$ cat src/rtl/pcr_pkg.sv
package pcr_pkg;
  localparam int NUM_PINS = 32;
  localparam int PIN_W    = $clog2(NUM_PINS);
  localparam int ADDR_W   = PIN_W + 1;
  localparam int GRP      = NUM_PINS / 2;
  localparam int WORD_W   = 32;
  localparam int HALF_W   = WORD_W / 2;
  localparam int PULL_W   = 2;
  localparam int FSEL_W   = 3;
  localparam int ICFG_W   = 4;

  localparam int PULL_LSB = 0;
  localparam int SLEW_BIT = 2;
  localparam int FILT_BIT = 4;
  localparam int OD_BIT   = 5;
  localparam int DRV_BIT  = 6;
  localparam int FSEL_LSB = 8;
  localparam int LOCK_BIT = 15;
  localparam int ICFG_LSB = HALF_W;

  localparam logic [ADDR_W-1:0] ADDR_BCAST_LO = ADDR_W'(NUM_PINS);
  localparam logic [ADDR_W-1:0] ADDR_BCAST_HI = ADDR_W'(NUM_PINS + 1);

  // implemented bits of the lower half-word
  localparam logic [HALF_W-1:0] LOW_KEEP =
      (HALF_W'((1 << PULL_W) - 1) << PULL_LSB) |
      (HALF_W'(1) << SLEW_BIT) | (HALF_W'(1) << FILT_BIT) |
      (HALF_W'(1) << OD_BIT)   | (HALF_W'(1) << DRV_BIT)  |
      (HALF_W'((1 << FSEL_W) - 1) << FSEL_LSB) |
      (HALF_W'(1) << LOCK_BIT);

  // strobes from control to datapath
  typedef struct packed {
    logic [NUM_PINS-1:0] lowWr;
    logic [NUM_PINS-1:0] icfgWr;
    logic [HALF_W-1:0]   lowData;
    logic [ICFG_W-1:0]   icfgData;
  } pcrStrobe_t;
endpackage

$ cat src/rtl/pcr_ctrl.sv
module pcr_ctrl
  import pcr_pkg::*;
(
  input  logic [ADDR_W-1:0]             busAddr,
  input  logic                          busWrEn,
  input  logic [WORD_W-1:0]             busWrData,
  input  logic [NUM_PINS-1:0][WORD_W-1:0] pinWord,
  output pcrStrobe_t                    strb,
  output logic [WORD_W-1:0]             busRdData
);
  logic pinHit;
  logic [PIN_W-1:0] pinIdx;

  assign pinHit = (busAddr[ADDR_W-1] == 1'b0);
  assign pinIdx = busAddr[PIN_W-1:0];

  always_comb begin
    strb          = '0;
    strb.lowData  = busWrData[HALF_W-1:0];
    strb.icfgData = busWrData[ICFG_LSB +: ICFG_W];
    if (busWrEn) begin
      if (pinHit) begin
        strb.lowWr[pinIdx]  = 1'b1;
        strb.icfgWr[pinIdx] = 1'b1;
      end else if (busAddr == ADDR_BCAST_LO) begin
        for (int k = 0; k < GRP; k++) strb.lowWr[k] = busWrData[HALF_W + k];
      end else if (busAddr == ADDR_BCAST_HI) begin
        for (int k = 0; k < GRP; k++) strb.lowWr[GRP + k] = busWrData[HALF_W + k];
      end
    end
  end

  assign busRdData = pinHit ? pinWord[pinIdx] : '0;
endmodule

$ cat src/rtl/pcr_datapath.sv
module pcr_datapath
  import pcr_pkg::*;
(
  input  logic                            clk,
  input  logic                            rstN,
  input  pcrStrobe_t                      strb,
  output logic [NUM_PINS-1:0][WORD_W-1:0] pinWord,
  output logic [NUM_PINS*PULL_W-1:0]      pullSel,
  output logic [NUM_PINS-1:0]             slewSlow,
  output logic [NUM_PINS-1:0]             filtEn,
  output logic [NUM_PINS-1:0]             openDrain,
  output logic [NUM_PINS-1:0]             driveHigh,
  output logic [NUM_PINS*FSEL_W-1:0]      funcSel,
  output logic [NUM_PINS-1:0]             pinLocked,
  output logic [NUM_PINS*ICFG_W-1:0]      intCfg
);
  for (genvar i = 0; i < NUM_PINS; i++) begin : g_pin
    logic [HALF_W-1:0] lowQ;
    logic [ICFG_W-1:0] icfgQ;

    always_ff @(posedge clk or negedge rstN) begin
      if (!rstN) begin
        lowQ  <= '0;
        icfgQ <= '0;
      end else begin
        if (strb.lowWr[i] && !lowQ[LOCK_BIT]) lowQ <= strb.lowData & LOW_KEEP;
        if (strb.icfgWr[i]) icfgQ <= strb.icfgData;
      end
    end

    assign pinWord[i] = {{(HALF_W - ICFG_W){1'b0}}, icfgQ, lowQ};
    assign pullSel[i*PULL_W +: PULL_W] = lowQ[PULL_LSB +: PULL_W];
    assign slewSlow[i]                 = lowQ[SLEW_BIT];
    assign filtEn[i]                   = lowQ[FILT_BIT];
    assign openDrain[i]                = lowQ[OD_BIT];
    assign driveHigh[i]                = lowQ[DRV_BIT];
    assign funcSel[i*FSEL_W +: FSEL_W] = lowQ[FSEL_LSB +: FSEL_W];
    assign pinLocked[i]                = lowQ[LOCK_BIT];
    assign intCfg[i*ICFG_W +: ICFG_W]  = icfgQ;
  end
endmodule

$ cat src/rtl/pcr_bank.sv
module pcr_bank
  import pcr_pkg::*;
(
  input  logic                       clk,
  input  logic                       rstN,
  input  logic [ADDR_W-1:0]          busAddr,
  input  logic                       busWrEn,
  input  logic [WORD_W-1:0]          busWrData,
  output logic [WORD_W-1:0]          busRdData,
  output logic [NUM_PINS*PULL_W-1:0] pullSel,
  output logic [NUM_PINS-1:0]        slewSlow,
  output logic [NUM_PINS-1:0]        filtEn,
  output logic [NUM_PINS-1:0]        openDrain,
  output logic [NUM_PINS-1:0]        driveHigh,
  output logic [NUM_PINS*FSEL_W-1:0] funcSel,
  output logic [NUM_PINS-1:0]        pinLocked,
  output logic [NUM_PINS*ICFG_W-1:0] intCfg
);
  pcrStrobe_t                      strb;
  logic [NUM_PINS-1:0][WORD_W-1:0] pinWord;

  pcr_ctrl u_ctrl (
    .busAddr   (busAddr),
    .busWrEn   (busWrEn),
    .busWrData (busWrData),
    .pinWord   (pinWord),
    .strb      (strb),
    .busRdData (busRdData)
  );

  pcr_datapath u_dp (
    .clk       (clk),
    .rstN      (rstN),
    .strb      (strb),
    .pinWord   (pinWord),
    .pullSel   (pullSel),
    .slewSlow  (slewSlow),
    .filtEn    (filtEn),
    .openDrain (openDrain),
    .driveHigh (driveHigh),
    .funcSel   (funcSel),
    .pinLocked (pinLocked),
    .intCfg    (intCfg)
  );
endmodule

$ cat config.mk
export PLATFORM = sky130hd
export DESIGN_NAME = pcr_bank
export DESIGN_NICKNAME = d
export VERILOG_FILES = /design/src/rtl/pcr_pkg.sv /design/src/rtl/pcr_ctrl.sv /design/src/rtl/pcr_datapath.sv /design/src/rtl/pcr_bank.sv
export SDC_FILE = /design/constraint.sdc
export NUM_CORES = 1
export LEC_CHECK = 0
export BUFFER_PORTS_ARGS = -buffer_cell sky130_fd_sc_hd__buf_2
export CAP_MARGIN = 20
export CORE_ASPECT_RATIO = 1.75
export CORE_MARGIN = 10
export CORE_UTILIZATION = 56
export CTS_BUF_LIST = sky130_fd_sc_hd__clkbuf_4
export CTS_CLUSTER_DIAMETER = 100
export DETAILED_ROUTE_END_ITERATION = 12
export GPL_ROUTABILITY_DRIVEN = 0
export PLACE_DENSITY = 0.87
export SLEW_MARGIN = 20
export SYNTH_ARGS = -nofsm -noshare
export SYNTH_HDL_FRONTEND = slang
export SYNTH_SLANG_ARGS = --single-unit
$ cat constraint.sdc
create_clock -name clk -period 6.2 [get_ports clk]
set_clock_uncertainty 0.2 [all_clocks]
set_input_delay 0.62 -clock clk [delete_from_list [all_inputs] [get_ports clk]]
set_output_delay 0.62 -clock clk [all_outputs]
set_load 0.02 [all_outputs]
==> results.tsv, run 1 <==
stage	metric	value	unit
placed_design	I/O Buffers	496	
layout	layout cells sized above 1	52.4	%
sta	period utilization	69.6	%
floorplanning	core area	36900	µm²
cts	maximum root-to-sink buffer count	3	
synth	YS warnings	0	
synth	post-synthesis sequential area ratio	53.5	%
power	Power Density	345	nW/µm²
grt	GRT overflow	0	
drt	Avg WL per Cell	32.5	µm
setup_path	CP arrival	3.49	ns
sta	Fmax	232	MHz
layout	area delta synth->final	19.0	%
sta	Worst-Margin Slew	1.14	ns
sta	Setup violations, final	0	
placed_design	post-DP HPWL	62300	µm
floorplanning	Die Y	276	µm
drt	vias per cell	6.50	
status	status	finished clean	
synth	post-synthesis cell type count	38	
synth	ys async rst share	100	%
setup_path	Reg-to-Reg Start	u_dp.g_pin[31].lowQ[15]	
grt	initial antenna violation count	2	
floorplanning	I/O pins	521	
setup_path	Worst Setup End Kind	output pin	
job	Max Cap Violations	0	
drt	via count	16957	
power	Sw Pwr	3.23	mW
worst_hold_path	worst hold start	busWrData[30]	
worst_hold_path	worst hold stages	4	
layout	Nets	2111	
cts	hold bufs inserted after CTS	1	
synth	top-area cell type share of the netlist area	53.5	%
drt	drt initial violations	1530	
sta	TNS Setup	0	ns
power	power consumption	8.61	mW
sta	worst rel slew slack	23.8	%
synth	synthesized cell area	21000	µm²
floorplanning	die area	45900	µm²
placed_design	pre-CTS setup slack	1.91	ns
grt	first-pass GRT wire length	120000	µm
drt	Residual DRC	0	
setup_path	CP max stage delay	0.66	ns
synth	syn avg cell area	13.3	µm²
setup_path	slowest stage cell, crit path	mux2i_1	
grt	largest net degree at the start of global routing	173	
sta	fin worst setup slack	1.89	ns
cts	clock transition at the registers of the reported paths	0.07	ns
synth	count leader, synth	dfrtp_1	
grt	vias in the first global route	17686	
cts	cts repair resizes	0	
power	Leak Pwr	13.3	nW
power	Sw Ratio	37.5	%
cts	post-CTS setup buffer count	0	
sta	Fin. Hold Viols	0	
setup_path	critical path, cell by cell	buf_8 -> buf_4 -> mux2i_1 -> o22ai_1 -> nor4_1 -> a21oi_1 -> buf_2	
synth	Post-synth EDFFs	0	
setup_path	flop-to-flop setup slack	4.21	ns
layout	final core occ	67.6	%
cts	Num Clock Sinks	448	
floorplanning	Die X	166	µm
floorplanning	row count	93	
cts	CTS tree	yes	
setup_path	Crit Path Class	primary input to output pin	
power	Comb pwr share	29.4	%
floorplanning	Initial Utilization	56.8	%
power	sequential power share	44.9	%
worst_hold_path	hold crit path type	primary input to register	
synth	top post-synthesis cells by area	dfrtp_1 (54%), mux2_2 (22%), mux2i_1 (11%)	
power	cell-internal power	5.38	mW
cts	CTS H-Tree Depth	3	
power	clock power share	25.7	%
synth	Yosys top cell by area	dfrtp_1	
cts	CTS root buf	clkbuf_4	
synth	Main synth FF type	dfrtp_1	
sta	Final min period	4.31	ns
synth	Synth top cells by count	dfrtp_1 (448), mux2_2 (415), mux2i_1 (224)	
synth	synthesized instance count	1570	
worst_hold_path	Hold Path End	u_dp.g_pin[14].lowQ[15]	
grt	GRT Total Usage	35.3	%
synth	Seq cells post-synth	448	
setup_path	Reg2Reg Depth	2	
setup_path	required time of the worst setup path	5.38	ns
setup_path	crit-path max FO	85	
layout	final instance area	24900	µm²
cts	clk_lat worst skew	0.81	ns
drt	Pre-antenna DRT Iters	5	
cts	Num CTS Buffers	97	
sta	pins over their slew limit	0	
drt	final wirelength	84800	µm
drt	Final ANT Viol Nets	0	
sta	RSZ-0062 raised after global routing	no	
power	worst vdd ir	0.249	mV
placed_design	placed inst area	23700	µm²
setup_path	worst reg2reg endpoint	u_dp.g_pin[31].lowQ[1]	
setup_path	CP startpoint kind	primary input	
[metal layers]
| layer | part of all wire, % | up-vias | global-route usage (%) |
|---|---|---|---|
| met5 | 0.017 | - | 0 |
| met4 | 12 | 2 | 34.6 |
| met3 | 8.9 | 395 | 9.81 |
| met2 | 49 | 1230 | 59.4 |
| met1 | 31 | 8452 | 34.2 |
| li1 | - | 6878 | - |
[kinds of logic (layout without fill, tap and decap cells)]
kind of cell | after synthesis | count (layout) | share of synthesized area (%)
and+or+nand+nor | 160 | 160 | 4.53
buffers and inverters | 131 | 676 | 2.69
DFF | 448 | 448 | 53.5
other | 1 | 19 | 0.0179
AOI/OAI and AO/OA | 190 | 190 | 6.19
muxes | 640 | 640 | 33.1
[power groups by stage]
stage,logic [mW],registers [mW],clock network [mW]
floorplan,0.790,4.45,0
global placement,2.47,3.84,0
global route,2.62,3.92,2.37
CTS,2.52,3.85,2.23
detailed placement,2.52,3.90,0
finish,2.53,3.87,2.21
[worst max-delay path by stage]
stage	start	end	depth (start not counted)	slack, ns
CTS	busAddr[2]	busRdData[1]	6	2.06
global placement	busAddr[1]	u_dp.g_pin[22].lowQ[8]	5	1.96
finish	busAddr[1]	busRdData[6]	7	1.89
detailed placement	busAddr[1]	u_dp.g_pin[22].lowQ[0]	5	1.91
floorplan	busAddr[1]	busRdData[15]	7	2.98
global route	busAddr[1]	busRdData[16]	7	1.78
[layout by cell type (no fill, tap or decap), types with 3 or more instances in the layout]
| master | count |
|---|---|
| a21oi_2 | 30 |
| conb_1 | 18 |
| nand4b_1 | 4 |
| mux2_2 | 415 |
| nand4bb_1 | 6 |
| buf_2 | 494 |
| o22ai_1 | 112 |
| mux2i_1 | 224 |
| a21oi_1 | 14 |
| buf_4 | 13 |
| nand3_1 | 6 |
| dfrtp_1 | 448 |
| nor4_1 | 28 |
| nand4_1 | 31 |
| and3b_1 | 3 |
| a21o_1 | 31 |
| clkinv_2 | 5 |
| clkbuf_4 | 138 |
| or4b_2 | 3 |
| nand2_1 | 61 |
| buf_8 | 3 |
| clkinv_1 | 13 |
| buf_12 | 3 |
[stage by stage]
step	hold WS, ns	instances
3_5_place_dp	0.298	2444
5_1_grt	0.0983	2608
2_1_floorplan	0.124	1587
4_1_cts	0.0504	2606
6_report	0.0970	2608
3_3_place_gp	0.294	2444
[cell type report]
class	instances	area, µm²
clock buffers	138	1040
inverters	1	3.75
clock inverters	23	136
diodes	1	2.50
flip-flops and latches	448	11200
well taps	475	594
multi-input cells	1008	9270
fillers	2660	12000
repair buffers	514	2690
[registers in the layout, summed over array words and instances (netlist names)]
| register | count |
|---|---|
| u_dp.g_pin.lowQ | 320 |
| u_dp.g_pin.icfgQ | 128 |
[worst max-delay path: cells and delay by family]
| family | cells | cell delay, ns |
|---|---|---|
| compound gates | 2 | 0.39 |
| buf+inv | 3 | 1.40 |
| mux | 1 | 0.66 |
| simple gates | 1 | 0.29 |
Note: power is estimated with default switching activity, not from simulation.
==> inputs of run 2 (changes only) <==
--- a/config.mk
+++ b/config.mk
@@ -5,16 +5,17 @@
 export SDC_FILE = /design/constraint.sdc
 export NUM_CORES = 1
 export LEC_CHECK = 0
+export ABC_AREA = 1
 export BUFFER_PORTS_ARGS = -buffer_cell sky130_fd_sc_hd__buf_2
 export CAP_MARGIN = 20
 export CORE_ASPECT_RATIO = 1.75
 export CORE_MARGIN = 10
-export CORE_UTILIZATION = 56
+export CORE_UTILIZATION = 51
 export CTS_BUF_LIST = sky130_fd_sc_hd__clkbuf_4
 export CTS_CLUSTER_DIAMETER = 100
 export DETAILED_ROUTE_END_ITERATION = 12
 export GPL_ROUTABILITY_DRIVEN = 0
-export PLACE_DENSITY = 0.87
+export PLACE_DENSITY = 0.84
 export SLEW_MARGIN = 20
 export SYNTH_ARGS = -nofsm -noshare
 export SYNTH_HDL_FRONTEND = slang
==> constraint.sdc (replaced) <==
create_clock -name clk -period 3.95 [get_ports clk]
set_clock_uncertainty 0.2 [all_clocks]
set_input_delay 0.395 -clock clk [delete_from_list [all_inputs] [get_ports clk]]
set_output_delay 0.395 -clock clk [all_outputs]
set_load 0.02 [all_outputs]
==> results.tsv, run 2 <==
stage	metric	value	unit	change
layout	most common cell after layout, fill and taps aside	nand2_1		
floorplanning	Die Y	293	µm	+6.4%
sta	Worst-Margin Slew	1.14	ns	+0.00423 ns
cts	Num CTS Buffers	103		+6.2%
sta	pins over their slew limit	0		unchanged
grt	largest net degree at the start of global routing	111		-36%
floorplanning	die area	51700	µm²	+13%
synth	post-synthesis mux area share	0	%	-33 points
power	Power Density	388	nW/µm²	+12%
setup_path	CP max stage delay	0.72	ns	+0.06 ns
drt	Pre-antenna DRT Iters	6		+1
sta	Final min period	3.44	ns	
setup_path	critical path, cell by cell	dlygate4sd3_1 -> buf_2 -> inv_4 -> nor3_4 -> nand2_1 -> nand2_1 -> nor2_1 -> a21oi_1 -> buf_2		
setup_path	Reg-to-Reg Start	u_dp.g_pin[14].lowQ[15]		
synth	syn avg cell area	7.59	µm²	-43%
sta	fin worst setup slack	0.506	ns	-1.38 ns
synth	post-synthesis sequential area ratio	51.4	%	-2.1 points
grt	first-pass GRT wire length	136000	µm	+14%
cts	cts repair resizes	0		unchanged
placed_design	pre-CTS setup slack	0.803	ns	-1.11 ns
setup_path	slowest stage cell, crit path	nor3_4		
setup_path	crit-path max FO	18		-79%
layout	number of fill cells	3796		+43%
synth	compound-gate portion of the synthesized area	12.6	%	+6.4 points
cts	maximum root-to-sink buffer count	3		unchanged
cts	CTS H-Tree Depth	3		unchanged
synth	Synth Area in XOR/XNOR	0	%	unchanged
floorplanning	Initial Utilization	51.4	%	-5.4 points
layout	layout cells sized above 1	24.5	%	-28 points
floorplanning	core area	42400	µm²	+15%
job	Max Cap Violations	0		unchanged
drt	Avg WL per Cell	22.9	µm	-30%
cts	Num Clock Sinks	448		unchanged
setup_path	required time of the worst setup path	3.36	ns	-2.02 ns
sta	Fin. Hold Viols	0		unchanged
worst_hold_path	hold crit path type	primary input to asynchronous set/reset pin		
floorplanning	I/O pins	521		unchanged
setup_path	Worst Setup End Kind	output pin		
sta	worst rel slew slack	23.8	%	+0.035 points
synth	top-area cell type share of the netlist area	51.4	%	-2.1 points
drt	drt initial violations	2217		+45%
setup_path	CP startpoint kind	primary input		
placed_design	I/O Buffers	496		unchanged
synth	Synth Area in Adders	0	%	unchanged
synth	post-synthesis cell type count	26		-32%
synth	Post-synth EDFFs	0		unchanged
setup_path	worst setup path endpoint	busRdData[9]		
synth	combinational family with the most area after synthesis	simple AND/OR/NAND/NOR gates		
grt	GRT overflow	0		unchanged
layout	Nets	3410		+62%
cts	clk_lat worst skew	0.84	ns	+0.03 ns
layout	Largest register FFs	320		unchanged
synth	synthesized instance count	2871		+83%
status	status	finished clean		
grt	vias in the first global route	21399		+21%
synth	Yosys top cell by area	dfrtp_1		
setup_path	worst reg2reg endpoint	u_dp.g_pin[14].lowQ[10]		
sta	TNS Setup	0	ns	unchanged
floorplanning	Die X	176	µm	+6.0%
drt	vias per cell	5.50		-15%
synth	count leader, synth	nand2_1		
synth	YS warnings	0		unchanged
synth	Seq cells post-synth	448		unchanged
synth	ys async rst share	100	%	unchanged
layout	Regs by FF count	u_dp.g_pin.lowQ (320), u_dp.g_pin.icfgQ (128)		
drt	Final ANT Viol Nets	0		unchanged
floorplanning	row count	100		+7.5%
drt	final wirelength	92300	µm	+8.8%
sta	period utilization	87.2	%	
cts	clock transition at the registers of the reported paths	0.08	ns	about the same
sta	hold_ws	0.0175	ns	-0.0795 ns
drt	via count	22157		+31%
synth	simple logic cell fraction of the synthesized area	31.0	%	+26 points
placed_design	post-DP HPWL	66700	µm	+7.0%
sta	RSZ-0062 raised after global routing	no		
synth	top post-synthesis cells by area	dfrtp_1 (51%), nand2_1 (27%), o21ai_0 (7.4%)		
setup_path	CP arrival	2.85	ns	-0.64 ns
power	worst vdd ir	0.263	mV	+5.7%
synth	Synth top cells by count	nand2_1 (1565), dfrtp_1 (448), o21ai_0 (321)		
synth	Main synth FF type	dfrtp_1		
setup_path	Reg2Reg Depth	5		+3
setup_path	Crit Path Class	primary input to output pin		
power	Leak Pwr	15.0	nW	+13%
setup_path	Critical Path Start	busAddr[2]		
drt	Residual DRC	0		unchanged
sta	Setup violations, final	0		unchanged
layout	commonest non-fill, non-tap cells in the layout	nand2_1 (1565), buf_2 (493), dfrtp_1 (448), o21ai_0 (321), clkbuf_4 (157)		
cts	CTS root buf	clkbuf_4		
sta	Fmax	290	MHz	
setup_path	flop-to-flop setup slack	2.21	ns	-2.00 ns
grt	initial antenna violation count	7		+5
cts	CTS tree	yes		
layout	Reg with most FFs	u_dp.g_pin.lowQ		
layout	area delta synth->final	20.6	%	
grt	GRT Total Usage	35.0	%	-0.36 points
synth	synthesized cell area	21800	µm²	+4.0%
[run 2: changes by cell type in the layout (fill, tap and decap cells not counted), sizes merged, moves of 50 or more]
cell | previous run | this run
inv | 2 | 52
mux2 | 416 | 0
mux2i | 224 | 0
nand2 | 61 | 1616
o21ai | 1 | 483
o22ai | 112 | 0
[run 2: per-layer routing]
layer	global-route usage, %	part of all wire, %	routed length [µm]
met3	9.04	9.8	9020
met2	56.5	47	43800
met4	25.0	8.3	7650
met1	39.5	34	31800
met5	0	0	0
[run 2: worst min path at each step]
stage | start | to | slack (ns) | cells after the start
after floorplan | rstN | u_dp.g_pin[0].icfgQ[0] | -0.10 | 0
after global placement | u_dp.g_pin[18].lowQ[15] | u_dp.g_pin[18].lowQ[15] | 0.27 | 2
after detailed placement | u_dp.g_pin[29].lowQ[4] | u_dp.g_pin[29].lowQ[4] | 0.29 | 2
after CTS | busAddr[3] | u_dp.g_pin[4].icfgQ[0] | 0.0006 | 4
after global routing | rstN | u_dp.g_pin[5].icfgQ[2] | 0.07 | 2
final | rstN | u_dp.g_pin[5].icfgQ[0] | 0.02 | 2
[run 2: power breakdown]
part / switching [mW] / leakage, nW / internal, mW
logic: 0.982 / 8.16 / 0.335
clock network: 1.96 / 0.828 / 2.02
registers: 0.145 / 6.01 / 4.76
[run 2: worst max-delay path: cells and delay by family]
kind	cells	cell delay, ns
buffers and inverters	4	1.13
and+or+nand+nor	4	1.14
AOI/OAI and AO/OA	1	0.17
[run 2: layout make-up]
type | instances | area, µm² | share of cell area, %
diodes | 8 | 20.0 | 0.0762
clock buffers | 157 | 1180 | 4.49
clock inverters | 37 | 235 | 0.895
inverters | 53 | 211 | 0.805
multi-input cells | 2207 | 9570 | 36.4
flip-flops and latches | 448 | 11200 | 42.7
well taps | 561 | 702 | 2.67
repair buffers | 556 | 3150 | 12.0
[run 2: cell families (layout without fill, tap and decap cells)]
logic type             Yosys count  in the layout
AOI/OAI and AO/OA              497            497
buffers and inverters          233            803
DFF                            448            448
other                            1             26
and+or+nand+nor               1692           1692
[run 2: repair_timing]
item | in CTS | in global routing
hold endpoints to repair | 275 | 18
hold buffers | 16 | 2
setup buffers | 0 | 0
[run 2: stage by stage]
stage / utilization [%] / std cells / power [mW] / area (µm²)
6_report: 62.0 / 4027 / 10.2 / 26300
5_1_grt: 61.9 / 4025 / 10.6 / 26300
4_1_cts: 61.7 / 4015 / 10.2 / 26200
3_5_place_dp: 58.0 / 3805 / 6.26 / 24600
3_3_place_gp: 58.0 / 3805 / 6.23 / 24600
2_1_floorplan: - / 2888 / 5.66 / 21900
==> inputs of run 3 (changes only) <==
--- a/config.mk
+++ b/config.mk
@@ -5,17 +5,16 @@
 export SDC_FILE = /design/constraint.sdc
 export NUM_CORES = 1
 export LEC_CHECK = 0
-export ABC_AREA = 1
 export BUFFER_PORTS_ARGS = -buffer_cell sky130_fd_sc_hd__buf_2
 export CAP_MARGIN = 20
 export CORE_ASPECT_RATIO = 1.75
 export CORE_MARGIN = 10
-export CORE_UTILIZATION = 51
+export CORE_UTILIZATION = 50
 export CTS_BUF_LIST = sky130_fd_sc_hd__clkbuf_4
 export CTS_CLUSTER_DIAMETER = 100
 export DETAILED_ROUTE_END_ITERATION = 12
 export GPL_ROUTABILITY_DRIVEN = 0
-export PLACE_DENSITY = 0.84
+export PLACE_DENSITY = 0.83
 export SLEW_MARGIN = 20
 export SYNTH_ARGS = -nofsm -noshare
 export SYNTH_HDL_FRONTEND = slang
==> results.tsv, run 3 (synthesis results as in run 1) <==
stage	metric	value	unit	change
cts	post-CTS setup buffer count	0		unchanged
power	power consumption	13.8	mW	+36%
layout	Nets	2192		-36%
drt	final wirelength	87900	µm	-4.7%
grt	GRT overflow	0		unchanged
sta	pins over their slew limit	0		unchanged
grt	vias in the first global route	18253		-15%
power	Power Density	534	nW/µm²	+38%
setup_path	slowest stage cell, crit path	or4_1		
setup_path	critical path, cell by cell	dlygate4sd3_1 -> buf_2 -> or4_1 -> o22ai_1 -> nor4_1 -> a21oi_1 -> buf_2		
sta	fin worst setup slack	-0.0505	ns	-0.557 ns
floorplanning	Initial Utilization	50.3	%	-1.0 points
grt	first-pass GRT wire length	126000	µm	-7.5%
sta	RSZ-0062 raised after global routing	yes		
cts	maximum root-to-sink buffer count	3		unchanged
setup_path	CP max stage delay	0.69	ns	-0.03 ns
grt	initial antenna violation count	1		-6
cts	Num Clock Sinks	448		unchanged
setup_path	top cell family by delay on the critical path	simple AND/OR/NAND/NOR gates		
grt	GRT Total Usage	33.6	%	-1.3 points
setup_path	required time of the worst setup path	3.36	ns	about the same
cts	CTS H-Tree Depth	3		unchanged
floorplanning	Die Y	291	µm	-0.91%
setup_path	CP startpoint kind	primary input		
setup_path	WP buf/inv	3		-1
layout	layout cells sized above 1	52.6	%	+28 points
layout	Largest register FFs	320		unchanged
setup_path	CP arrival	3.41	ns	+0.56 ns
drt	Pre-antenna DRT Iters	8		+2
sta	Fmax	250	MHz	-14%
grt	largest net degree at the start of global routing	130		+17%
drt	Residual DRC	0		unchanged
drt	drt initial violations	1466		-34%
floorplanning	die area	50800	µm²	-1.8%
status	failing checks	negative setup slack		
setup_path	Critical Path Start	busAddr[2]		
setup_path	flop-to-flop setup slack	2.13	ns	-0.08 ns
setup_path	Reg-to-Reg Start	u_dp.g_pin[7].lowQ[15]		
floorplanning	Die X	175	µm	-0.87%
sta	period utilization	101	%	+14 points
cts	Num CTS Buffers	101		-1.9%
drt	Avg WL per Cell	31.5	µm	+38%
setup_path	worst reg2reg endpoint	u_dp.g_pin[7].lowQ[10]		
setup_path	Worst Setup End Kind	output pin		
layout	Reg with most FFs	u_dp.g_pin.lowQ		
layout	FF/Latch Area	11200	µm²	unchanged
power	worst vdd ir	0.340	mV	+29%
setup_path	Crit Path Class	primary input to output pin		
status	status	complete, but fails checks		
cts	clk_lat worst skew	0.82	ns	-0.02 ns
setup_path	cell mode on critical path	buf_2		
cts	clock transition at the registers of the reported paths	0.07	ns	about the same
layout	area delta synth->final	23.4	%	
layout	Regs by FF count	u_dp.g_pin.lowQ (320), u_dp.g_pin.icfgQ (128)		
setup_path	Reg2Reg Depth	2		-3
cts	CTS root buf	clkbuf_4		
layout	commonest non-fill, non-tap cells in the layout	buf_2 (494), dfrtp_1 (448), mux2_2 (415), mux2i_1 (224), clkbuf_4 (144)		
sta	worst rel slew slack	29.4	%	+5.5 points
floorplanning	row count	99		-1.0%
layout	area of the multi-input gates	9260	µm²	-3.2%
power	Leak Pwr	13.7	nW	-8.7%
setup_path	worst setup path endpoint	busRdData[18]		
setup_path	Crit path depth	7		-2
sta	Fin. Hold Viols	0		unchanged
layout	number of fill cells	3287		-13%
sta	Final min period	4.00	ns	+0.557 ns
placed_design	I/O Buffers	496		unchanged
job	Max Cap Violations	0		unchanged
floorplanning	I/O pins	521		unchanged
placed_design	post-DP HPWL	65600	µm	-1.6%
placed_design	pre-CTS setup slack	0.586	ns	-0.217 ns
setup_path	crit-path max FO	17		-1
drt	via count	17235		-22%
worst_hold_path	hold crit path type	primary input to register		
drt	vias per cell	6.18		+12%
floorplanning	core area	41600	µm²	-1.9%
cts	CTS tree	yes		
drt	Final ANT Viol Nets	0		unchanged
layout	most common cell after layout, fill and taps aside	buf_2		
sta	Setup violations, final	1		+1
sta	Worst-Margin Slew	1.06	ns	-0.0857 ns
[run 3: final cells by class]
cell class                 count  area share [%]
sequential                   448            43.4
multi-input combinational   1008            35.8
timing repair buffer         591            13.0
clock buffer                 144            4.18
tap                          555            2.69
clock inverter                40           0.896
inverter                       1          0.0145
antenna                        1         0.00968
[run 3: through the flow]
stage	util (%)	cells	TNS (ns)	area, µm²	hold WS (ns)
after global routing	62.1	2788	-0.00229	25800	0.0249
after floorplan	-	1587	0	21000	-0.101
final	62.1	2788	-0.0505	25800	0.0957
after CTS	62.1	2787	0	25800	0.00242
after global placement	58.2	2575	0	24200	0.0563
after detailed placement	58.2	2575	0	24200	0.0585
[run 3: worst reg2reg max path, stage by stage, from the launching register on]
cell and delay, ns:
dfrtp_1 0.44, a21oi_2 0.66, mux2_2 0.42
[run 3: report_power, final]
group / leakage, nW / switching [mW] / internal (mW)
Clock: 0.774 / 1.88 / 1.83
Sequential: 5.86 / 0.688 / 5.38
Combinational: 7.06 / 2.59 / 1.45
Total: 13.7 / 5.16 / 8.66
[run 3: worst min-delay path by stage]
stage | start | endpoint | depth (start not counted)
after floorplan | rstN | u_dp.g_pin[0].icfgQ[0] | 0
after detailed placement | rstN | u_dp.g_pin[5].lowQ[4] | 1
after CTS | busWrData[5] | u_dp.g_pin[1].lowQ[5] | 2
after global routing | busWrData[5] | u_dp.g_pin[15].lowQ[5] | 2
final | busWrData[5] | u_dp.g_pin[2].lowQ[5] | 2
after global placement | rstN | u_dp.g_pin[5].lowQ[4] | 1
[run 3: repair_timing]
| item | 4_1_cts | 5_1_grt |
|---|---|---|
| resized for setup | 0 | 3 |
| hold buffers | 28 | 0 |
| endpoints found under the hold margin | 561 | 0 |
| setup endpoints to repair | 0 | 3 |
[run 3: metal layers]
layer  part of all wire [%]  routed length [µm]  track usage (%)
met5                      0                   0                0
met4                    9.7                8530             27.8
met3                    7.9                6980             8.50
met2                     50               44200             58.0
met1                     32               28200             33.3
